--- src/rtl/wdog_pkg.sv ---
package wdog_pkg;
  localparam int RUN_BIT   = 0;
  localparam int FIRED_BIT = 1;
  localparam int ACT_BIT   = 2;
  localparam int DIS_BIT   = 3;
  localparam int TRIG_BIT  = 4;

  typedef struct packed {
    logic start;
    logic refresh;
    logic stop;
    logic cntWr;
  } wdStrobe_t;
endpackage

--- src/rtl/wdog_datapath.sv ---
module wdog_datapath
  import wdog_pkg::*;
#(
  parameter int COUNT_W  = 16,
  parameter int TICK_DIV = 125_000_000
) (
  input  logic               clk,
  input  logic               porRstN,
  input  logic               sysRstN,
  input  logic               hwEnable,
  input  logic               runQ,
  input  wdStrobe_t          strb,
  input  logic [COUNT_W-1:0] wrVal,
  output logic [COUNT_W-1:0] cntVal,
  output logic               expire
);
  localparam int PRE_W = (TICK_DIV > 1) ? $clog2(TICK_DIV) : 1;
  localparam logic [COUNT_W-1:0] CNT_MAX = '1;
  localparam logic [COUNT_W-1:0] CNT_ONE = COUNT_W'(1);

  logic anyRstN;
  logic running;
  logic tick;
  logic [COUNT_W-1:0] cntQ;
  logic [COUNT_W-1:0] reloadQ;

  assign anyRstN = porRstN & sysRstN;
  assign running = runQ & hwEnable;

  generate
    if (TICK_DIV > 1) begin : g_pre
      logic [PRE_W-1:0] preQ;
      always_ff @(posedge clk or negedge anyRstN) begin
        if (!anyRstN)                       preQ <= '0;
        else if (strb.start || strb.refresh) preQ <= '0;
        else if (running)                    preQ <= tick ? '0 : preQ + 1'b1;
      end
      assign tick = running && (preQ == PRE_W'(TICK_DIV - 1));
    end else begin : g_nopre
      assign tick = running;
    end
  endgenerate

  assign expire = tick && (cntQ == CNT_ONE) && !strb.refresh && !strb.stop;

  always_ff @(posedge clk or negedge anyRstN) begin
    if (!anyRstN)                cntQ <= CNT_MAX;
    else if (strb.refresh)       cntQ <= reloadQ;
    else if (strb.start)         cntQ <= (cntQ == '0) ? reloadQ : cntQ;
    else if (tick && !strb.stop) cntQ <= cntQ - 1'b1;
  end

  always_ff @(posedge clk or negedge anyRstN) begin
    if (!anyRstN)        reloadQ <= CNT_MAX;
    else if (strb.cntWr) reloadQ <= (wrVal == '0) ? CNT_ONE : wrVal;
  end

  assign cntVal = cntQ;

  assert_reload_nonzero_R7: assert property (@(posedge clk) disable iff (!anyRstN)
    reloadQ != '0);
  assert_hold_when_stopped_R6: assert property (@(posedge clk) disable iff (!anyRstN)
    (!running && !strb.start) |=> $stable(cntQ));
  assert_step_by_one_R8: assert property (@(posedge clk) disable iff (!anyRstN)
    (tick && cntQ > CNT_ONE && !strb.refresh && !strb.stop) |=> (cntQ + 1'b1 == $past(cntQ)));
  assert_zero_after_expire_R9: assert property (@(posedge clk) disable iff (!anyRstN)
    expire |=> (cntQ == '0));
endmodule

--- src/rtl/wdog_ctrl.sv ---
module wdog_ctrl
  import wdog_pkg::*;
#(
  parameter int ADDR_W    = 4,
  parameter int DATA_W    = 32,
  parameter int COUNT_W   = 16,
  parameter int CTRL_OFS  = 0,
  parameter int COUNT_OFS = 4
) (
  input  logic               clk,
  input  logic               porRstN,
  input  logic               sysRstN,
  input  logic               hwEnable,
  input  logic [ADDR_W-1:0]  busAddr,
  input  logic               busWrEn,
  input  logic               busRdEn,
  input  logic [DATA_W-1:0]  busWrData,
  input  logic [COUNT_W-1:0] cntVal,
  input  logic               expire,
  output wdStrobe_t          strb,
  output logic               runQ,
  output logic [DATA_W-1:0]  busRdData,
  output logic               rstReq,
  output logic               pwrOffReq
);
  localparam logic [ADDR_W-1:0] CTRL_A  = ADDR_W'(CTRL_OFS);
  localparam logic [ADDR_W-1:0] COUNT_A = ADDR_W'(COUNT_OFS);

  logic anyRstN;
  logic ctrlWr;
  logic wantRun;
  logic wantTrig;
  logic firedQ;
  logic actionQ;
  logic rstReqQ;
  logic pwrOffQ;
  logic [DATA_W-1:0] rdDataQ;
  logic [DATA_W-1:0] ctrlWord;
  logic unusedWrBits;

  assign anyRstN  = porRstN & sysRstN;
  assign ctrlWr   = busWrEn && (busAddr == CTRL_A);
  assign wantRun  = busWrData[RUN_BIT];
  assign wantTrig = busWrData[TRIG_BIT];
  assign unusedWrBits = ^{busWrData[DATA_W-1:TRIG_BIT+1], busWrData[DIS_BIT]};

  assign strb.start   = ctrlWr && wantRun && !runQ && hwEnable;
  assign strb.refresh = ctrlWr && wantRun && wantTrig && runQ && hwEnable;
  assign strb.stop    = ctrlWr && !wantRun && runQ;
  assign strb.cntWr   = busWrEn && (busAddr == COUNT_A);

  always_ff @(posedge clk or negedge anyRstN) begin
    if (!anyRstN)      runQ <= 1'b0;
    else if (!hwEnable) runQ <= 1'b0;
    else if (expire)   runQ <= 1'b0;
    else if (ctrlWr)   runQ <= wantRun;
  end

  always_ff @(posedge clk or negedge porRstN) begin
    if (!porRstN) begin
      firedQ  <= 1'b0;
      actionQ <= 1'b1;
    end else begin
      if (expire)                                firedQ <= 1'b1;
      else if (ctrlWr && busWrData[FIRED_BIT])   firedQ <= 1'b0;
      if (ctrlWr) actionQ <= busWrData[ACT_BIT];
    end
  end

  always_ff @(posedge clk or negedge anyRstN) begin
    if (!anyRstN) begin
      rstReqQ <= 1'b0;
      pwrOffQ <= 1'b0;
    end else begin
      rstReqQ <= expire && actionQ;
      pwrOffQ <= expire && !actionQ;
    end
  end

  always_comb begin
    ctrlWord = '0;
    ctrlWord[RUN_BIT]   = runQ;
    ctrlWord[FIRED_BIT] = firedQ;
    ctrlWord[ACT_BIT]   = actionQ;
    ctrlWord[DIS_BIT]   = !hwEnable;
  end

  always_ff @(posedge clk or negedge anyRstN) begin
    if (!anyRstN) rdDataQ <= '0;
    else if (busRdEn) begin
      if (busAddr == CTRL_A)       rdDataQ <= ctrlWord;
      else if (busAddr == COUNT_A) rdDataQ <= {{(DATA_W-COUNT_W){1'b0}}, cntVal};
      else                         rdDataQ <= '0;
    end
  end

  assign busRdData = rdDataQ;
  assign rstReq    = rstReqQ;
  assign pwrOffReq = pwrOffQ;

  assert_disabled_no_run_R12: assert property (@(posedge clk) disable iff (!anyRstN)
    !hwEnable |=> !runQ);
  assert_expire_marks_fired_R9: assert property (@(posedge clk) disable iff (!anyRstN)
    expire |=> (firedQ && !runQ));
  assert_single_pulse_R9: assert property (@(posedge clk) disable iff (!anyRstN)
    (rstReqQ || pwrOffQ) |=> !(rstReqQ || pwrOffQ));
  assert_one_action_R9: assert property (@(posedge clk) disable iff (!anyRstN)
    !(rstReqQ && pwrOffQ));
  assert_no_request_disabled_R12: assert property (@(posedge clk) disable iff (!anyRstN)
    !hwEnable |=> !(rstReqQ || pwrOffQ));
endmodule

--- src/rtl/wdog_timer.sv ---
module wdog_timer
  import wdog_pkg::*;
#(
  parameter int ADDR_W    = 4,
  parameter int DATA_W    = 32,
  parameter int COUNT_W   = 16,
  parameter int TICK_DIV  = 125_000_000,
  parameter int CTRL_OFS  = 0,
  parameter int COUNT_OFS = 4
) (
  input  logic              clk,
  input  logic              porRstN,
  input  logic              sysRstN,
  input  logic              hwEnable,
  input  logic [ADDR_W-1:0] busAddr,
  input  logic              busWrEn,
  input  logic              busRdEn,
  input  logic [DATA_W-1:0] busWrData,
  output logic [DATA_W-1:0] busRdData,
  output logic              rstReq,
  output logic              pwrOffReq
);
  wdStrobe_t          strb;
  logic               runQ;
  logic               expire;
  logic [COUNT_W-1:0] cntVal;

  wdog_ctrl #(
    .ADDR_W(ADDR_W), .DATA_W(DATA_W), .COUNT_W(COUNT_W),
    .CTRL_OFS(CTRL_OFS), .COUNT_OFS(COUNT_OFS)
  ) u_ctrl (
    .clk(clk), .porRstN(porRstN), .sysRstN(sysRstN), .hwEnable(hwEnable),
    .busAddr(busAddr), .busWrEn(busWrEn), .busRdEn(busRdEn), .busWrData(busWrData),
    .cntVal(cntVal), .expire(expire), .strb(strb), .runQ(runQ),
    .busRdData(busRdData), .rstReq(rstReq), .pwrOffReq(pwrOffReq)
  );

  wdog_datapath #(
    .COUNT_W(COUNT_W), .TICK_DIV(TICK_DIV)
  ) u_dp (
    .clk(clk), .porRstN(porRstN), .sysRstN(sysRstN), .hwEnable(hwEnable),
    .runQ(runQ), .strb(strb), .wrVal(busWrData[COUNT_W-1:0]),
    .cntVal(cntVal), .expire(expire)
  );
endmodule

--- config.mk ---
export PLATFORM = sky130hd
export DESIGN_NAME = wdog_timer
export DESIGN_NICKNAME = d
export VERILOG_FILES = /design/src/rtl/wdog_pkg.sv /design/src/rtl/wdog_datapath.sv /design/src/rtl/wdog_ctrl.sv /design/src/rtl/wdog_timer.sv
export SDC_FILE = /design/constraint.sdc
export NUM_CORES = 1
export LEC_CHECK = 0
export ABC_AREA = 0
export BUFFER_PORTS_ARGS = -buffer_cell sky130_fd_sc_hd__buf_4
export CORE_ASPECT_RATIO = 0.75
export CORE_UTILIZATION = 33
export CTS_CLUSTER_SIZE = 14
export DETAILED_ROUTE_END_ITERATION = 7
export GPL_TIMING_DRIVEN = 0
export PLACE_DENSITY = 0.54
export SKIP_CTS_REPAIR_TIMING = 1
export SLEW_MARGIN = 30
export SYNTH_ARGS = -nofsm -noshare
export SYNTH_HDL_FRONTEND = slang
export SYNTH_SLANG_ARGS = --single-unit
--- constraint.sdc ---
create_clock -name clk -period 3.46 [get_ports clk]
set_input_delay 0.346 -clock clk [delete_from_list [all_inputs] [get_ports clk]]
set_output_delay 0.346 -clock clk [all_outputs]
set_load 0.01 [all_outputs]
# [Word-level counts from Yosys, hierarchy flattened]
# Cells that the tools add are included.
[op_classes] addsub=2 n_reduce_logical=32 n_eq_ne=5 bitwise_logic=2 mux=15
[op_table] op="16-bit 2-to-1 mux" n=6
[op_table] op="27-bit 2-to-1 mux" n=3
[op_table] op="16-bit logical NOT" n=2
[op_table] op="32-bit 2-to-1 mux" n=1
[op_table] op="27-bit by 1-bit adder with 27-bit output, second input constant" n=1
[op_table] op="27-bit equality test, second input constant" n=1
[op_table] op="1-bit logical AND" n=18
[op_table] op="16-bit by 1-bit equality test with 1-bit output, second input constant" n=1
[op_table] op="16-bit by 1-bit subtractor with 16-bit output, second input constant" n=1
[op_table] op="1-bit logical NOT" n=6
[op_table] op="1-bit 2-to-1 mux" n=5
[op_table] op="4-bit by 3-bit equality test with 1-bit output, second input constant" n=1
[op_table] op="4-bit logical NOT" n=1
[op_table] op="2-bit nonzero test" n=2
[op_table] op="3-bit by 1-bit inequality test with 1-bit output, second input constant" n=1
[op_table] op="3-bit inequality test, second input constant" n=1
[op_table] op="3-bit nonzero test" n=1
[op_table] op="1-bit bitwise AND" n=2
[op_table] op="2-bit AND reduction" n=1
[op_table] op="1-bit logical OR" n=1
[word_totals] output_inout_bits=34 elab_cells=65 reg_bits=96

# [Longest topological paths before layout]
[logic_depth] ltp_word=11 mapped_depth=8 ltp_nobuf=7

# [Modules after synthesis]
# Synthesis repeated with hierarchy kept, for this count alone.
[unflattened] cells_unflattened=442 hier_area_um2=4409.2
[modules_own_cells] mod="wdog_datapath" n_inst=1 area_per_inst_um2=3422.0 cells_each=358 seq_area_each_um2=1516.5
[modules_own_cells] mod="wdog_ctrl" n_inst=1 area_per_inst_um2=987.2 cells_each=84 seq_area_each_um2=526.8

# [Worst setup path before layout]
# OpenSTA, ideal clock, no wires.
[synth_timing] kind="register to register" from="reg u_dp.g_pre.preQ[9]" to="reg u_dp.cntQ[1] (netlist: u_dp.cntVal[1])" t_required_ns=3.375 arrival_ns=2.259 path_slack_ns=1.117 path_buffers=1 synth_period_minus_slack_ns=2.343 path_stages_with_launch=7 cell_sequence="dfrtp_1 or4b_1 or4_4 o21ai_2 and2_1 buf_4 mux2_1"
[synth_via] elab_chain_cells=5
[synth_lines] element="from (decl)" line_no="wdog_datapath.sv:32" text="logic [PRE_W-1:0] preQ;"
[synth_lines] element="from (signal assigned)" line_no="wdog_datapath.sv:36" text="else if (running) preQ <= tick ? '0 : preQ + 1'b1;"
[synth_lines] element="27-bit equality test" line_no="wdog_datapath.sv:38" text="assign tick = running && (preQ == PRE_W'(TICK_DIV - 1));"
[synth_lines] element="1-bit logical AND" line_no="wdog_datapath.sv:38"
[synth_lines] element="1-bit logical AND" line_no="wdog_datapath.sv:50" text="else if (tick && !strb.stop) cntQ <= cntQ - 1'b1;"
[synth_lines] element="3-bit nonzero test (no source line)"
[synth_lines] element="2-bit AND reduction (no source line)"
[synth_lines] element="to (signal assigned)" line_no="wdog_datapath.sv:48" text="else if (strb.refresh) cntQ <= reloadQ;"
[synth_lines] element="to (signal assigned)" line_no="wdog_datapath.sv:49" text="else if (strb.start) cntQ <= (cntQ == '0) ? reloadQ : cntQ;"
[synth_lines] element="to (signal assigned)" line_no="wdog_datapath.sv:50"
[synth_lines] element="to (decl)" line_no="wdog_datapath.sv:24" text="logic [COUNT_W-1:0] cntQ;"
# No other way between the ends.
# A chain may end at the register's enable or synchronous reset.

# [Worst setup path after layout]
[layout_timing] from="reg u_dp.cntQ[4] (netlist: u_dp.cntVal[4])" to="reg u_dp.cntQ[11] (netlist: u_dp.cntVal[11])"
[layout_via] elab_chain_cells=4 elab_cells_between_ends=7 classes_between="add/sub (1); eq/ne (1); mux (3); reduce/logical (2)"
[layout_lines] element="16-bit by 1-bit subtractor with 16-bit output" line_no="wdog_datapath.sv:50"
[layout_lines] element="16-bit 2-to-1 mux" line_no="wdog_datapath.sv:50"
[layout_lines] element="16-bit 2-to-1 mux" line_no="wdog_datapath.sv:49"
[layout_lines] element="16-bit 2-to-1 mux" line_no="wdog_datapath.sv:48"
# Several ways; a longest one is shown, not always the timed one. The select of a mux whose other input is x is not followed.

==> reports/results.tsv <==
metric	value	unit
outcome	finished clean	
synth_area_leaders	dfrtp_1 28%, dfstp_2 20%, nand3_1 4.5%	
drt_wl_total	11000	um
rsz0062_at_grt	no	
synth_warnings	0	
synthTopCellsByCount	47 x dfrtp_1, 38 x nand3_1, 33 x dfstp_2, 30 x a21oi_1, 30 x nand2_1	
coreArea	12400	sq um
power_per_cell_area	490	nW/um^2
hold_violations	0	
grt_pass1_vias	3349	
synth_most_common_cell	dfrtp_1	
yosysSeqAreaShare	0.481	
start_util	0.343	
firstDrtPassIters	5	
port_buffers	41	
ff2ff_path_depth	7	
post-synth-top-area-cell	dfrtp_1	
clock_skew	0.00674	ns
irDropWorstVdd	0.316	mV
critPathCapture	u_dp.cntVal[11]	
max_slew.worst_pin.slew	0.895	ns
yosysUniqueCellTypes	53	
row_count	35	
wl_per_cell	16.2	um
drv_slew	0	
die_y	100	um
antenna_cells	0	
cap_violations	0	
fmax	0.381	GHz
fin_setup_tns	0	ns
clk_pin_slew	0.06	ns
syn_avg_cell_area	9.65	sq um
cp_data_arrival_time	2.88	ns
postRouteAntennaNets	0	
htree_levels	3	
cts_root_buf	clkbuf_16	
vias	3545	
synthCells	440	
drt_iter0_markers	273	
antenna_found_initial	0	
setup_viol	0	
r2r_slack	0.83	ns
cp_data_required_time	3.71	ns
synthesis.area	4250	sq um
cts_buffer_depth	2	
timing.rr.end	u_dp.cntVal[11]	
design.die.area	13300	sq um
insertion_delay	0.33	ns
critPathLaunch	u_dp.cntVal[4]	
final_core_util	0.419	
ios	76	
layout-drive-gt1-share	0.272	
cp-end-kind	register	
vias_per_cell	5.21	
synth_ff_type	dfrtp_1	
nets	555	
die_w	133	um
cts_inserted_buffers	9	
cts_sinks	80	
crit_type	register to register	
synth-edff-count	0	
hpwl	8070	um
synth_top_area_frac	0.277	
grt_pass1_wl	18300	um
grt_max_degree	41	
cp_max_fo	10	
grt_use_total	0.175	
slew_headroom	0.402	
place_congestion	0.850	
syn_to_final_growth	22.3	%
timing.hold.ws	0.116	ns
overflow	0	
p_leak	2.14	nW
ys_ff_latch	80	
regToRegStartpoint	u_dp.cntVal[4]	
min_period	2.63	ns
drc	0	
start_kind	register	
finalCritPeriodShare	0.759	
async_flop_share	1.00	
cts_tree	built	
hold_class	primary input to asynchronous set/reset pin	
power by group:
part | switching (mW) | internal, mW
sequential | 0.0772 | 1.06
clock | 0.373 | 0.703
combinational | 0.182 | 0.150
flip-flops by register name, indices dropped and copies added (netlist names):
name / flops
u_dp.cntVal: 16
u_ctrl.actionQ: 1
u_dp.reloadQ: 16
u_ctrl.firedQ: 1
u_ctrl.rstReq: 1
u_ctrl.busRdData: 16
u_dp.g_pre.preQ: 27
u_ctrl.pwrOffReq: 1
u_ctrl.runQ: 1
layer usage:
layer,track usage,wire (um)
met1,0.270,5800
met2,0.247,4320
met3,0.0318,702
met4,0.0504,156
met5,0,0
area by class of cell:
class | instances | area, sq um
fill | 1206 | 7200
sequential | 80 | 2040
multi-input combinational | 318 | 1990
timing repair buffer | 43 | 338
clock buffer | 10 | 229
buffer | 38 | 211
tap | 166 | 208
clock inverter | 6 | 108
inverter | 19 | 71.3
per-stage QoR:
step                total power, mW  cells  area, sq um  setup WS (ns)
floorplan                      1.35    455         4300          0.753
global placement               1.47    662         4820         -0.433
detailed placement             1.48    663         4840          0.744
CTS                            2.56    679         5180          0.849
global route                   2.66    680         5190          0.671
finish                         2.54    680         5190          0.834
cell usage in the layout (no fill, tap or decap), types with 12 or more instances in the layout:
cell type	instances
a21oi_1	30
buf_4	58
nor3_1	12
nand2_1	30
nand4_1	12
clkbuf_1	18
dfstp_2	33
o21ai_0	28
mux2_2	16
nor2_1	24
inv_1	19
conb_1	16
nand3_1	38
dfrtp_1	47
logic make-up (layout without fill, tap and decap cells):
group	after synthesis	in the layout	synth area share
other	1	16	0.000883
XOR/XNOR	11	11	0.0227
AO/OA/AOI/OAI	104	104	0.153
flip-flops	80	80	0.481
AND/OR/NAND/NOR	165	165	0.217
multiplexers	18	18	0.0474
adder cells (fa/ha/maj)	4	4	0.0118
buffers and inverters	57	116	0.0666
how the worst min path moves through the flow:
stage | start | endpoint | cells after the start
global placement | porRstN | u_ctrl.firedQ | 1
detailed placement | porRstN | u_ctrl.firedQ | 1
global route | sysRstN | u_dp.g_pre.preQ[25] | 2
CTS | porRstN | u_ctrl.firedQ | 1
floorplan | porRstN | u_ctrl.firedQ | 0
finish | sysRstN | u_dp.g_pre.preQ[25] | 2
worst max-delay path, stage by stage, from the launching register on:
cell and delay, ns:
dfstp_2 0.40, nor3_1 0.66, and4_1 0.38, a311o_1 0.17
buf_2 0.21, clkbuf_1 0.43, nand3_1 0.15, o2bb2ai_1 0.15
(Power assumes the default switching activity.)
